### config.mk
export PLATFORM = sky130hd
export DESIGN_NAME = dp_alu
export DESIGN_NICKNAME = d
export VERILOG_FILES = /design/src/rtl/dp_alu_pkg.sv /design/src/rtl/dp_alu_operand.sv /design/src/rtl/dp_alu_addsub.sv /design/src/rtl/dp_alu_logic.sv /design/src/rtl/dp_alu.sv
export SDC_FILE = /design/constraint.sdc
export NUM_CORES = 1
export LEC_CHECK = 0
export BUFFER_PORTS_ARGS = -buffer_cell sky130_fd_sc_hd__clkbuf_2
export CAP_MARGIN = 20
export CORE_ASPECT_RATIO = 0.75
export CORE_MARGIN = 2
export CORE_UTILIZATION = 41
export CTS_CLUSTER_DIAMETER = 60
export CTS_CLUSTER_SIZE = 14
export DETAILED_ROUTE_END_ITERATION = 16
export PLACE_DENSITY = 0.67
export SYNTH_ARGS = -nofsm -noshare
export SYNTH_HDL_FRONTEND = slang
export SYNTH_SLANG_ARGS = --single-unit
### constraint.sdc
create_clock -name clk -period 1.9 [get_ports clk]
set_input_delay 0.285 -clock clk [delete_from_list [all_inputs] [get_ports clk]]
set_output_delay 0.285 -clock clk [all_outputs]
set_load 0.01 [all_outputs]
### src/rtl/dp_alu_pkg.sv
package dp_alu_pkg;

   typedef enum logic [3:0] {
      OP_AND   = 4'h0,
      OP_XOR   = 4'h1,
      OP_SUB   = 4'h2,
      OP_RSUB  = 4'h3,
      OP_ADD   = 4'h4,
      OP_ADDC  = 4'h5,
      OP_SUBC  = 4'h6,
      OP_RSUBC = 4'h7,
      OP_TEST  = 4'h8,
      OP_TXOR  = 4'h9,
      OP_CMP   = 4'hA,
      OP_CMPA  = 4'hB,
      OP_OR    = 4'hC,
      OP_MOVE  = 4'hD,
      OP_ANDN  = 4'hE,
      OP_NOT   = 4'hF
   } alu_op_e;

   typedef enum logic [1:0] {
      CIN_ZERO = 2'd0,
      CIN_ONE  = 2'd1,
      CIN_FLAG = 2'd2
   } cin_sel_e;

   typedef struct packed {
      logic     arith;   // adder path drives result and C/V
      logic     swap;    // second operand feeds the adder's A input
      logic     inv_b;   // adder B input is complemented
      cin_sel_e cin_sel;
      logic     writes;  // destination write requested
   } alu_ctl_t;

   function automatic alu_ctl_t decode_op(alu_op_e op);
      alu_ctl_t c;
      c = '{arith: 1'b0, swap: 1'b0, inv_b: 1'b0, cin_sel: CIN_ZERO, writes: 1'b1};
      case (op)
         OP_SUB:   begin c.arith = 1'b1; c.inv_b = 1'b1; c.cin_sel = CIN_ONE; end
         OP_RSUB:  begin c.arith = 1'b1; c.swap = 1'b1; c.inv_b = 1'b1; c.cin_sel = CIN_ONE; end
         OP_ADD:   begin c.arith = 1'b1; end
         OP_ADDC:  begin c.arith = 1'b1; c.cin_sel = CIN_FLAG; end
         OP_SUBC:  begin c.arith = 1'b1; c.inv_b = 1'b1; c.cin_sel = CIN_FLAG; end
         OP_RSUBC: begin c.arith = 1'b1; c.swap = 1'b1; c.inv_b = 1'b1; c.cin_sel = CIN_FLAG; end
         OP_TEST,
         OP_TXOR:  begin c.writes = 1'b0; end
         OP_CMP:   begin c.arith = 1'b1; c.inv_b = 1'b1; c.cin_sel = CIN_ONE; c.writes = 1'b0; end
         OP_CMPA:  begin c.arith = 1'b1; c.writes = 1'b0; end
         default:  ;
      endcase
      return c;
   endfunction

endpackage

### src/rtl/dp_alu_operand.sv
module dp_alu_operand #(
   parameter int DW    = 32,
   parameter int IMM_W = 8,
   parameter int ROT_W = 4
) (
   input  logic [DW-1:0]    rm_val,
   input  logic             use_imm,
   input  logic [IMM_W-1:0] imm8,
   input  logic [ROT_W-1:0] rot4,
   output logic [DW-1:0]    op2
);
   localparam int NROT    = 2 ** ROT_W;
   localparam int MAX_SHF = 2 * (NROT - 1);

   generate
      if (IMM_W > DW) begin : g_bad_imm
         $error("dp_alu_operand: IMM_W must not exceed DW");
      end
      if (MAX_SHF >= DW) begin : g_bad_rot
         $error("dp_alu_operand: largest rotate must be below DW");
      end
   endgenerate

   logic [DW-1:0]   imm_ext;
   logic [DW-1:0]   rot_tab [NROT];

   assign imm_ext = {{(DW-IMM_W){1'b0}}, imm8};

   // One fixed rotation per rotate code; the code selects among them.
   generate
      for (genvar k = 0; k < NROT; k++) begin : g_rot
         logic [2*DW-1:0] dbl;
         assign dbl        = {imm_ext, imm_ext} >> (2 * k);
         assign rot_tab[k] = dbl[DW-1:0];
      end
   endgenerate

   assign op2 = use_imm ? rot_tab[rot4] : rm_val;

endmodule

### src/rtl/dp_alu_addsub.sv
module dp_alu_addsub #(
   parameter int DW = 32
) (
   input  logic [DW-1:0] a,
   input  logic [DW-1:0] b,
   input  logic          cin,
   output logic [DW-1:0] sum,
   output logic          cout,
   output logic          ovf
);
   localparam int MSB = DW - 1;

   generate
      if (DW < 2) begin : g_bad_dw
         $error("dp_alu_addsub: DW must be at least 2");
      end
   endgenerate

   logic [DW:0] wide;

   assign wide = {1'b0, a} + {1'b0, b} + {{DW{1'b0}}, cin};
   assign sum  = wide[DW-1:0];
   assign cout = wide[DW];
   // Overflow: like-signed inputs yielding a differently signed sum.
   assign ovf  = (a[MSB] == b[MSB]) && (sum[MSB] != a[MSB]);

endmodule

### src/rtl/dp_alu_logic.sv
module dp_alu_logic #(
   parameter int DW = 32
) (
   input  dp_alu_pkg::alu_op_e op,
   input  logic [DW-1:0]       a,
   input  logic [DW-1:0]       b,
   output logic [DW-1:0]       y
);
   import dp_alu_pkg::*;

   always_comb begin
      case (op)
         OP_AND, OP_TEST: y = a & b;
         OP_XOR, OP_TXOR: y = a ^ b;
         OP_OR:           y = a | b;
         OP_MOVE:         y = b;
         OP_ANDN:         y = a & ~b;
         OP_NOT:          y = ~b;
         default:         y = '0;
      endcase
   end

endmodule

### src/rtl/dp_alu.sv
module dp_alu #(
   parameter int DW    = 32,
   parameter int IMM_W = 8,
   parameter int ROT_W = 4
) (
   input  logic             clk,
   input  logic             rst_n,
   input  logic             op_valid,
   input  logic [3:0]       opcode,
   input  logic [DW-1:0]    rn_val,
   input  logic [DW-1:0]    rm_val,
   input  logic             use_imm,
   input  logic [IMM_W-1:0] imm8,
   input  logic [ROT_W-1:0] rot4,
   input  logic             carry_in,
   input  logic             shift_carry,
   input  logic             v_in,
   output logic             res_valid,
   output logic [DW-1:0]    result,
   output logic             wr_en,
   output logic             flag_n,
   output logic             flag_z,
   output logic             flag_c,
   output logic             flag_v
);
   import dp_alu_pkg::*;

   localparam int MSB = DW - 1;

   alu_op_e       op;
   alu_ctl_t      ctl;
   logic [DW-1:0] op2;
   logic [DW-1:0] add_a, add_b, b_src;
   logic          add_cin;
   logic [DW-1:0] sum, lres, nxt_res;
   logic          cout, ovf, nxt_c, nxt_v;

   assign op  = alu_op_e'(opcode);
   assign ctl = decode_op(op);

   dp_alu_operand #(.DW(DW), .IMM_W(IMM_W), .ROT_W(ROT_W)) u_operand (
      .rm_val (rm_val),
      .use_imm(use_imm),
      .imm8   (imm8),
      .rot4   (rot4),
      .op2    (op2)
   );

   // Adder inputs: optional swap for the reversed forms, optional
   // complement for subtraction, carry-in from the decoded selector.
   assign add_a = ctl.swap ? op2 : rn_val;
   assign b_src = ctl.swap ? rn_val : op2;
   assign add_b = ctl.inv_b ? ~b_src : b_src;

   always_comb begin
      case (ctl.cin_sel)
         CIN_ONE:  add_cin = 1'b1;
         CIN_FLAG: add_cin = carry_in;
         default:  add_cin = 1'b0;
      endcase
   end

   dp_alu_addsub #(.DW(DW)) u_addsub (
      .a   (add_a),
      .b   (add_b),
      .cin (add_cin),
      .sum (sum),
      .cout(cout),
      .ovf (ovf)
   );

   dp_alu_logic #(.DW(DW)) u_logic (
      .op(op),
      .a (rn_val),
      .b (op2),
      .y (lres)
   );

   assign nxt_res = ctl.arith ? sum  : lres;
   assign nxt_c   = ctl.arith ? cout : shift_carry;
   assign nxt_v   = ctl.arith ? ovf  : v_in;

   always_ff @(posedge clk or negedge rst_n) begin
      if (!rst_n) begin
         res_valid <= 1'b0;
         result    <= '0;
         wr_en     <= 1'b0;
         flag_n    <= 1'b0;
         flag_z    <= 1'b0;
         flag_c    <= 1'b0;
         flag_v    <= 1'b0;
      end else begin
         res_valid <= op_valid;
         if (op_valid) begin
            result <= nxt_res;
            wr_en  <= ctl.writes;
            flag_n <= nxt_res[MSB];
            flag_z <= (nxt_res == '0);
            flag_c <= nxt_c;
            flag_v <= nxt_v;
         end
      end
   end

   // one-cycle latency of the valid strobe
   a_r10_valid_follows: assert property (@(posedge clk) disable iff (!rst_n)
      op_valid |=> res_valid);
   // idle cycle leaves every output unchanged
   a_r10_idle_hold: assert property (@(posedge clk) disable iff (!rst_n)
      !op_valid |=> (!res_valid && $stable(result) && $stable(wr_en) &&
                     $stable(flag_c) && $stable(flag_v)));
   // tests and compares never request a write
   a_r5_no_write: assert property (@(posedge clk) disable iff (!rst_n)
      (op_valid && opcode[3:2] == 2'b10) |=> !wr_en);
   // every other code writes
   a_r5_write: assert property (@(posedge clk) disable iff (!rst_n)
      (op_valid && opcode[3:2] != 2'b10) |=> wr_en);
   // bitwise codes carry the incoming shifter carry and overflow
   a_r9_logic_flags: assert property (@(posedge clk) disable iff (!rst_n)
      (op_valid && !ctl.arith) |=> (flag_c == $past(shift_carry) && flag_v == $past(v_in)));
   // N and Z agree with the registered result
   a_r7_nz_match: assert property (@(posedge clk) disable iff (!rst_n)
      res_valid |-> (flag_n == result[MSB] && flag_z == (result == '0)));
   // register-form move returns the register operand
   a_r6_reg_move: assert property (@(posedge clk) disable iff (!rst_n)
      (op_valid && opcode == 4'hD && !use_imm) |=> result == $past(rm_val));

endmodule

* Word level (Yosys, flattened, before mapping)
Index checks and enable logic that the tools add are counted.
Storage, ports and cells: bits of input ports 87, word-level logic and storage cells 64, register bits after elaboration 38
Operators by class: multiplexer cells 17, equality and inequality tests 19, bitwise gates (word level) 7, add/sub/neg operators 2, reduce and logical (&&, ||, !) cells 11, order comparisons 1
Operator list (count):
- 32-bit 2-to-1 mux | 7
- 32-bit one-hot mux with 6 select lines | 1
- 32-bit binary-select mux with 4-bit select | 1
- 32-bit AND | 2
- 32-bit inverter | 2
- 32-bit by 32-bit adder with 33-bit output | 1
- 33-bit by 1-bit adder with 33-bit output | 1
- 4-bit equality test, second input constant | 8
- 32-bit logical NOT | 1
- 32-bit bitwise OR | 1
- 32-bit XOR | 1
- 4-bit by 3-bit equality test with 1-bit output, second input constant | 4
- 4-bit by 2-bit equality test with 1-bit output, second input constant | 2
- 8-bit OR reduction | 1
- 1-bit 2-to-1 mux | 6
- 2-bit OR reduction | 3
- 3-bit OR reduction | 2
- 5-bit >= comparator, second input constant | 1
- 4-bit inverter with 5-bit output | 1
- 5-bit OR reduction | 1
- 4-bit by 1-bit equality test with 1-bit output, second input constant | 1
- 4-bit logical NOT | 1
- 2-bit one-hot mux with 2 select lines | 1
- 4-bit OR reduction | 1
- 6 further kinds | 6

* Longest topological paths before layout
Gate-level depths: netlist of the first run.
depth in word-level cells 13, depth in mapped cells 22

* Hierarchy
A second synthesis of the first run with hierarchy kept.
Unflattened totals: cell total of the unflattened synthesis 986, area total of the unflattened synthesis 8270.4 sq um
Modules (own cells, without submodules):
- dp_alu | cells each 304, instances 1, area an instance 2989.1 sq um
- dp_alu_logic | cells each 294, instances 1, area an instance 2519.9 sq um
- dp_alu_addsub | cells each 238, instances 1, area an instance 1744.2 sq um
- dp_alu_operand | cells each 150, instances 1, area an instance 1017.2 sq um

* Worst setup path before layout of the first run
OpenSTA, ideal clock, no wires.
path kind input port to flip-flop, start input opcode[1], end register flag_z, arrival 5.521 ns, library setup time 0.078 ns, cell stages on the path 21, slack -3.699 ns, required time 1.822 ns, cell sequence clkbuf_1 clkinv_1 clkbuf_1 or3_1 clkbuf_1 clkbuf_1 clkbuf_1 a21oi_1 fa_1 inv_1 fa_1 a211oi_1 o21ai_0 a211oi_1 o21ai_1 a31oi_1 a2111oi_0 nor3b_1 or4b_2 or4_1 o2bb2ai_1
On the way: longest elaborated chain between the ends 10, elaborated cells between the ends (all ways) 39, classes of those cells 2 x add/sub; 17 x eq/ne; 10 x mux; 1 x bitwise; 9 x reduce/logical
RTL lines:
- start, declared | RTL line dp_alu.sv:9 | input logic [3:0] opcode,
- 4-bit by 3-bit equality test with 1-bit output / 4-bit by 2-bit equality test with 1-bit output (equally long branches) | RTL line dp_alu_pkg.sv:39 | case (op)
- 2-bit OR reduction (no line)
- 1-bit 2-to-1 mux | RTL line dp_alu_pkg.sv:39
- 32-bit 2-to-1 mux | RTL line dp_alu.sv:52 | assign b_src = ctl.swap ? rn_val : op2;
- 32-bit inverter | RTL line dp_alu.sv:53 | assign add_b = ctl.inv_b ? ~b_src : b_src;
- 32-bit 2-to-1 mux | RTL line dp_alu.sv:53
- 32-bit by 32-bit adder with 33-bit output | RTL line dp_alu_addsub.sv:21 | assign wide = {1'b0, a} + {1'b0, b} + {{DW{1'b0}}, cin};
- 33-bit by 1-bit adder with 33-bit output | RTL line dp_alu_addsub.sv:21
- 32-bit 2-to-1 mux (*) | RTL line dp_alu.sv:79 | assign nxt_res = ctl.arith ? sum : lres;
- 32-bit logical NOT (*) | RTL line dp_alu.sv:98 | flag_z <= (nxt_res == '0);
- end signal, assigned | RTL line dp_alu.sv:98
- end, declared | RTL line dp_alu.sv:22 | output logic flag_z,
Every way passes the cells marked *; elsewhere a longest branch is shown, timed or not. A chain may end at the register's enable or synchronous reset.

* Worst setup path after layout of the first run
start input rot4[0], end register flag_z
On the way: longest elaborated chain between the ends 12, elaborated cells between the ends (all ways) 19, classes of those cells 2 x add/sub; 9 x mux; 7 x bitwise; 1 x reduce/logical
RTL lines:
- start, declared | RTL line dp_alu.sv:14 | input logic [ROT_W-1:0] rot4,
- 4-bit inverter with 5-bit output (not written as such) (*) | RTL line dp_alu_operand.sv:38 | assign op2 = use_imm ? rot_tab[rot4] : rm_val;
- 32-bit binary-select mux with 4-bit select (*) | RTL line dp_alu_operand.sv:38
- 32-bit 2-to-1 mux (not written as such) (*) (2 in series) | RTL line dp_alu_operand.sv:38
- 32-bit 2-to-1 mux (*) | RTL line dp_alu_operand.sv:38
- 32-bit 2-to-1 mux | RTL line dp_alu.sv:52
- 32-bit inverter | RTL line dp_alu.sv:53
- 32-bit 2-to-1 mux | RTL line dp_alu.sv:53
- 32-bit by 32-bit adder with 33-bit output | RTL line dp_alu_addsub.sv:21
- 33-bit by 1-bit adder with 33-bit output | RTL line dp_alu_addsub.sv:21
- 32-bit 2-to-1 mux (*) | RTL line dp_alu.sv:79
- 32-bit logical NOT (*) | RTL line dp_alu.sv:98
Every way passes the cells marked *; elsewhere a longest branch is shown, timed or not. The select of a mux whose other input is x is not followed.

==> run_results.csv, run 1 <==
group,metric,value,unit
status,run_status,"finished, violations left",
critical_path,cp.required,2110,ps
clock_network,htreeDepth,2,
timing,post-route-worst-setup-slack,-2830,ps
timing,finalSetupViolCount,35,
synth,ys_async_sr_fraction,1.000,
clock_network,cts_root_buffer,"clkbuf_16",
status,violated_checks,"setup timing",
power,power-per-cell-area,631.9,nW/um2
timing,slew_viols_final,0,
synth,synth_flop_cell,"dfrtp_1",
timing,grt_setup_unrepaired,"true",
timing,fin_setup_tns,-57880,ps
final_layout,n_fill_cell,1565,
final_layout,num_antenna_cells,0,
power,combinationalPowerShare,0.759,
floorplanning,die_height,122.2,um
synth,synth-adder-area-share,0.1116,
power,swShare,0.4323,
global_route,grt_first_pass_wirelength,52420,um
synth,synth.net_count,1237,
timing,max_clock_freq,0.2114,GHz
global_route,grt_antenna_before_repair,0,
floorplanning,dieArea,19760,um2
clock_network,cts_hold_buffers,0,
timing,post-route-period-util,2.489,
critical_path,timing.setup.critical_path_class,"in -> reg",
final_layout,post_route_cells_drive_above_1_share,0.4715,
global_route,first_global_vias,10020,
synth,combinational_family_with_the_most_area_after_synthesis,"compound AO/OA/AOI/OAI gates",
synth,netlist_area,7644,um2
routing,drt-initial-drc-count,1038,
synth,synthMostInstantiatedCell,"a21oi_1",
synth,synthesized_flop_and_latch_total,37,
synth,synth.distinct_cells,86,
routing,dr_total_vias,10530,
floorplanning,placement_rows,43,
placement,hpwlAfterDp,26760,um
min_path,worstHoldPathType,"in -> async",
critical_path,critical_path.max_fanout,4,
synth,multiplexer_share_of_the_synthesized_area,0.07677,
power,power.share.sequential,0.138,
clock_network,clk_pin_slew,50,ps
power,worst_ir_drop_vdd,424.3,uV
power,clockPowerShare,0.103,
clock_network,worstSkewPairLatency,280,ps
routing,wire_length_reported_by_the_detailed_router,34330,um
routing,detail_route.vias_per_cell,5.885,
timing,slew-limit-headroom,0.6123,
critical_path,worst_r2r_endpoint,"result[11]",
job,timing.max_cap.violations,0,
synth,synth-compound-area-share,0.3421,
floorplanning,effective_utilization_at_floorplan,0.4154,
global_route,track_usage,0.3342,
critical_path,worst_ep_arrival_time,4940,ps
critical_path,critical_path.endpoint_type,"flop",
timing,final.min_clock_period,4730,ps
placement,place_worst_setup_slack,-3233,ps
power,net-switching-power,3.437,mW
synth,synth-warning-count,0,
timing,finalHoldWorstSlack,38.46,ps
placement,place_area,11240,um2
final_layout,area.growth.synth_to_final,64.59,%
power,cellInternalPower,4.513,mW
synth,post_synth_xor_area_fraction,0.07219,
critical_path,worstReg2RegStart,"result[11]",
power,static-leakage-power,5.944,nW
synth,synth-seq-area-share,0.1211,
clock_network,cts.path.max_buffers,2,
critical_path,rrSetupSlack,1030,ps
synth,netlist.top_cell.by_area,"dfrtp_1",
timing,tightestPinTransition,575.4,ps
routing,avgRoutedWirePerCell,19.19,um
synth,post_synth_main_area_contributors,"dfrtp_1 12%, ha_1 11%, a21oi_1 7.5%",
floorplanning,i_o_pin_cnt,125,
clock_network,clock_sinks,37,
timing,hold_viol_final,0,
placement,dp_cells,1750,
synth,ys_top_cells_by_count,"114 x a21oi_1, 111 x nand2_1, 99 x o21ai_0",
synth,synthesis.area_per_instance,7.058,um2
clock_network,cts_buffers,5,
placement,io_buffers,124,
synth,synth_cells,1083,
final_layout,design_area,12580,um2
critical_path,timing.critical_path.from_type,"primary input",
timing,final.setup_skew,0,ps
synth,synth_enable_flop_cells,0,
clock_network,cts_tree,"done",
placement,routability_congestion_estimate_from_global_placement,1.028,
floorplanning,core_area,18400,um2
synth,post_synth_and_or_nand_nor_area_fraction,0.2081,
synth,synth_top_cell_area_share,0.1211,
final_layout,nNetsFinal,1696,
global_route,largest_net_degree_at_the_start_of_global_routing,49,
routing,detail_route.drc_violations,0,
final_layout,final_cell_count_no_fill,1789,
routing,detail-route-antenna-nets,0,
routing,tritonroute_pass_1_iters,5,
critical_path,r2r.worst_path.cells,2,
floorplanning,die_x,161.7,um
global_route,gr-total-overflow,0,
==> sequential cells by signal (all words and copies together) (netlist names) <==
signal,cells
flag_c,1
res_valid,1
flag_v,1
wr_en,1
result,32
flag_z,1
==> layout by cell type (no fill, tap or decap), types with 6 or more instances in the layout <==
| cell type | count |
|---|---|
| nor3_1 | 15 |
| a21oi_1 | 80 |
| buf_4 | 378 |
| mux2_2 | 12 |
| a211oi_1 | 11 |
| xor2_1 | 9 |
| a22oi_1 | 10 |
| nand2b_1 | 7 |
| ha_1 | 61 |
| xnor2_1 | 45 |
| o21ai_2 | 13 |
| o211ai_1 | 12 |
| o21ai_1 | 18 |
| nand2_1 | 104 |
| nand3_1 | 16 |
| mux2i_1 | 28 |
| buf_6 | 28 |
| nor2b_1 | 16 |
| nand2_2 | 6 |
| a211oi_2 | 8 |
| nor2_1 | 93 |
| nand4_1 | 13 |
| inv_1 | 46 |
| clkbuf_2 | 121 |
| and3_1 | 11 |
| a21oi_2 | 32 |
| dfrtp_1 | 37 |
| a31oi_1 | 6 |
| a221oi_1 | 8 |
| o221ai_1 | 6 |
| a21o_1 | 7 |
| o22ai_1 | 8 |
| o21ai_0 | 71 |
| xnor2_2 | 8 |
| and2_1 | 6 |
| nor3_2 | 6 |
==> cell type report <==
cell class | instances | area, um2 | share of cell area
clock buffers | 7 | 142.6 | 0.01134
inverters | 50 | 207.7 | 0.01651
multi-input cells | 917 | 7162 | 0.5693
flip-flops and latches | 37 | 925.9 | 0.07360
well taps | 247 | 309.0 | 0.02456
repair buffers | 531 | 3834 | 0.3047
==> power groups by stage <==
stage / logic, mW / clock network [mW] / registers, mW
3_3_place_gp: 4.92 / 0 / 1.10
3_5_place_dp: 4.98 / 0 / 1.10
2_1_floorplan: 2.50 / 0 / 1.20
5_1_grt: 6.45 / 0.873 / 1.12
4_1_cts: 5.45 / 0.832 / 1.09
6_report: 6.04 / 0.819 / 1.09
==> worst max-delay path by stage <==
stage / cells past startpoint / from / slack (ps) / end
floorplan: 22 / opcode[1] / -2960 / flag_z
global placement: 20 / rot4[1] / -3210 / flag_z
detailed placement: 18 / rot4[1] / -3230 / flag_z
CTS: 20 / rot4[0] / -2870 / flag_z
global route: 20 / rot4[0] / -2950 / flag_z
finish: 21 / rot4[0] / -2830 / flag_z
==> per-stage QoR <==
stage	total power [mW]	utilization
6_report	7.949	0.6837
3_5_place_dp	6.087	0.6108
5_1_grt	8.442	0.6837
4_1_cts	7.377	0.6527
2_1_floorplan	3.693	-
3_3_place_gp	6.021	0.6108
==> timing repair <==
| action | CTS | global route |
|---|---|---|
| pin swaps | 56 | 59 |
| buffers inserted | 25 | 23 |
| endpoints found under the setup margin | 35 | 35 |
| gates resized for setup | 104 | 112 |
| endpoints found under the hold margin | 0 | 0 |
==> metal layers <==
| layer | wire length [um] | share of wire | up-vias | track usage |
|---|---|---|---|---|
| met1 | 14540 | 0.42 | 5019 | 0.4448 |
| met5 | 0 | 0 | - | 0 |
| met3 | 2984 | 0.087 | 105 | 0.05644 |
| met2 | 15420 | 0.45 | 481 | 0.5540 |
| li1 | - | - | 4924 | - |
| met4 | 1383 | 0.040 | 0 | 0.1128 |
==> worst max-delay path, cell delays in order <==
cell and delay (ps):
buf_8 80, mux4_2 570, a31oi_4 200, buf_4 160
nor2_1 50, a21oi_2 110, fa_2 250, inv_2 50
fa_2 420, a211oi_4 250, o21ai_4 140, a21oi_4 210
buf_6 140, o211a_1 170, a211oi_2 60, a2111oi_4 350
buf_4 190, o2111ai_2 90, or4b_4 490, or4_4 520
o2bb2ai_2 140
==> cell families (layout without fill, tap and decap cells) <==
family	count (synthesis)	after routing
muxes	54	54
and+or+nand+nor	337	337
buffers and inverters	129	588
adders and majority gates	67	67
AOI/OAI and AO/OA	396	396
DFF	37	37
xor gates and xnor gates	63	63
Note: power is estimated with default switching activity, not from simulation.
==> run 2: changes to the inputs <==
Settings changed: RECOVER_POWER set to 50.
==> run 2 against run 1 <==
Effect of this change: the flow still finishes with violations (setup timing); non-clock buffer count did not move; first-iteration DRC count down 3.8%; sequential cell count stayed put; fmax shrank 0.19%; critical path depth shrank 1; die area did not move; routed wire length up 0.24%; sequential share of layout area about the same; core utilization hardly changed; critical path type unchanged; critical endpoint unchanged.
==> run_results.csv, run 2 (synthesis gave the netlist of run 1 again) <==
group,metric,value,unit
timing,final.min_clock_period,4739,ps
routing,wire_length_reported_by_the_detailed_router,34410,um
critical_path,cp.required,2110,ps
placement,hpwlAfterDp,26760,um
timing,tightestPinTransition,1065,ps
critical_path,critical_path.endpoint_type,"flop",
floorplanning,die_x,161.7,um
routing,avgRoutedWirePerCell,19.24,um
placement,place_area,11240,um2
power,worst_ir_drop_vdd,422.4,uV
timing,max_clock_freq,0.2110,GHz
global_route,grt_first_pass_wirelength,52420,um
power,power-per-cell-area,632.3,nW/um2
floorplanning,die_height,122.2,um
final_layout,max_flop_register,"result",
floorplanning,core_area,18400,um2
timing,slew-limit-headroom,0.2902,
status,run_status,"finished, violations left",
clock_network,cts_root_buffer,"clkbuf_16",
timing,slew_viols_final,0,
clock_network,htreeDepth,2,
timing,post-route-period-util,2.494,
final_layout,design_area,12580,um2
critical_path,critical_path.max_fanout,4,
final_layout,n_fill_cell,1567,
job,timing.max_cap.violations,0,
routing,dr_total_vias,10560,
timing,finalSetupViolCount,35,
timing,final.setup_skew,0,ps
global_route,largest_net_degree_at_the_start_of_global_routing,49,
critical_path,sequence_of_cells_on_the_critical_path,"buf_8, mux4_2, a31oi_4, buf_4, nor2_1, a21oi_2, fa_2, inv_2, fa_2, a211oi_4, o21ai_4, a211oi_4, o21ai_4, buf_6, a2111oi_4, a31o_2, o2111ai_2, or4b_4, or4_4, o2bb2ai_2",
clock_network,cts_hold_buffers,0,
timing,hold_viol_final,0,
routing,detail_route.drc_violations,0,
floorplanning,effective_utilization_at_floorplan,0.4154,
placement,dp_cells,1750,
final_layout,nNetsFinal,1696,
global_route,gr-total-overflow,0,
power,static-leakage-power,5.943,nW
global_route,track_usage,0.3342,
floorplanning,dieArea,19760,um2
clock_network,cts_buffers,5,
final_layout,max_reg_flops,32,
timing,post-route-worst-setup-slack,-2839,ps
floorplanning,placement_rows,43,
global_route,grt_antenna_before_repair,0,
min_path,worstHoldPathType,"in -> async",
routing,detail_route.vias_per_cell,5.900,
critical_path,cp_num_buf_inv,4,
final_layout,final_cell_count_no_fill,1789,
routing,drt-initial-drc-count,999,
routing,tritonroute_pass_1_iters,5,
status,violated_checks,"setup timing",
timing,fin_setup_tns,-58330,ps
placement,routability_congestion_estimate_from_global_placement,1.028,
final_layout,most_frequent_standard_cell_in_the_layout_excluding_fill_and_tap_cells,"buf_4",
final_layout,final_cell_mix,"376 x buf_4, 123 x clkbuf_2, 104 x nand2_1, 93 x nor2_1, 80 x a21oi_1",
global_route,first_global_vias,10020,
timing,grt_setup_unrepaired,"true",
routing,detail-route-antenna-nets,0,
floorplanning,i_o_pin_cnt,125,
critical_path,slowest_delay,570,ps
final_layout,area.growth.synth_to_final,64.53,%
critical_path,timing.setup.critical_path_class,"in -> reg",
critical_path,critPathSlowestCell,"mux4_2",
critical_path,critical-path-top-delay-family,"compound AO/OA/AOI/OAI gates",
critical_path,timing.critical_path.from_type,"primary input",
placement,io_buffers,124,
clock_network,worstSkewPairLatency,280,ps
final_layout,num_antenna_cells,0,
clock_network,clock_sinks,37,
clock_network,clk_pin_slew,50,ps
clock_network,cts_tree,"done",
final_layout,post_route_cells_drive_above_1_share,0.4715,
critical_path,worst_ep_arrival_time,4950,ps
clock_network,cts.path.max_buffers,2,
==> run 2: cell types whose count changed in the layout (fill, tap and decap cells not counted) <==
cell      before  now
buf_4        378  376
clkbuf_2     121  123
==> run 2: final timing paths <==
| path | startpoint | to | slack (ps) | depth (start not counted) |
|---|---|---|---|---|
| worst min-delay path | rst_n | flag_v | 210 | 2 |
| worst max-delay path | rot4[0] | flag_z | -2840 | 20 |
| max in group asynchronous | rst_n | result[7] | 1120 | 2 |
| worst max register to register | result[0] | result[0] | 1030 | 2 |
| worst min register to register | result[1] | result[1] | 490 | 1 |
| min in group clk | shift_carry | flag_c | 330 | 3 |
==> run 2: worst reg2reg max path: stages, from the launching register on <==
cell,delay (ps)
dfrtp_1,380
or2_2,270
o31a_1,110
==> run 2: layout make-up <==
cell class	instances	area, um2	area share
Clock buffer	7	142.6	0.01134
Inverter	50	207.7	0.01652
Multi-Input combinational cell	917	7162	0.5695
Sequential cell	37	925.9	0.07362
Tap cell	247	309.0	0.02457
Timing Repair Buffer	531	3829	0.3044
==> run 2: where the power goes <==
part	total [mW]	switching, mW	internal, mW	leakage, nW
registers	1.09	0.106	0.988	0.432
logic	6.04	3.03	3.01	5.44
clock network	0.820	0.305	0.515	0.0700
total	7.95	3.44	4.51	5.94
==> run 2: per-layer routing <==
metal	part of all wire	GRT usage	up-vias
li1	-	-	4922
met1	0.42	0.4448	5036
met2	0.45	0.5540	502
met3	0.090	0.05644	95
met4	0.039	0.1128	0
met5	0	0	-
==> run 2: repair_timing <==
| item | 4_1_cts | 5_1_grt |
|---|---|---|
| setup endpoints to repair | 35 | 35 |
| buffers inserted | 25 | 23 |
| resized for setup | 104 | 112 |
| pin swaps | 56 | 59 |
| gates cloned | 0 | 0 |
==> run 2: through the flow <==
step,hold slack (ps),setup slack [ps],total power [mW],utilization
floorplan,-10.59,-2959,3.693,-
global placement,353.5,-3205,6.021,0.6108
detailed placement,359.6,-3233,6.087,0.6108
CTS,62.55,-2870,7.377,0.6527
global route,298.8,-2952,8.442,0.6835
finish,209.6,-2839,7.952,0.6835
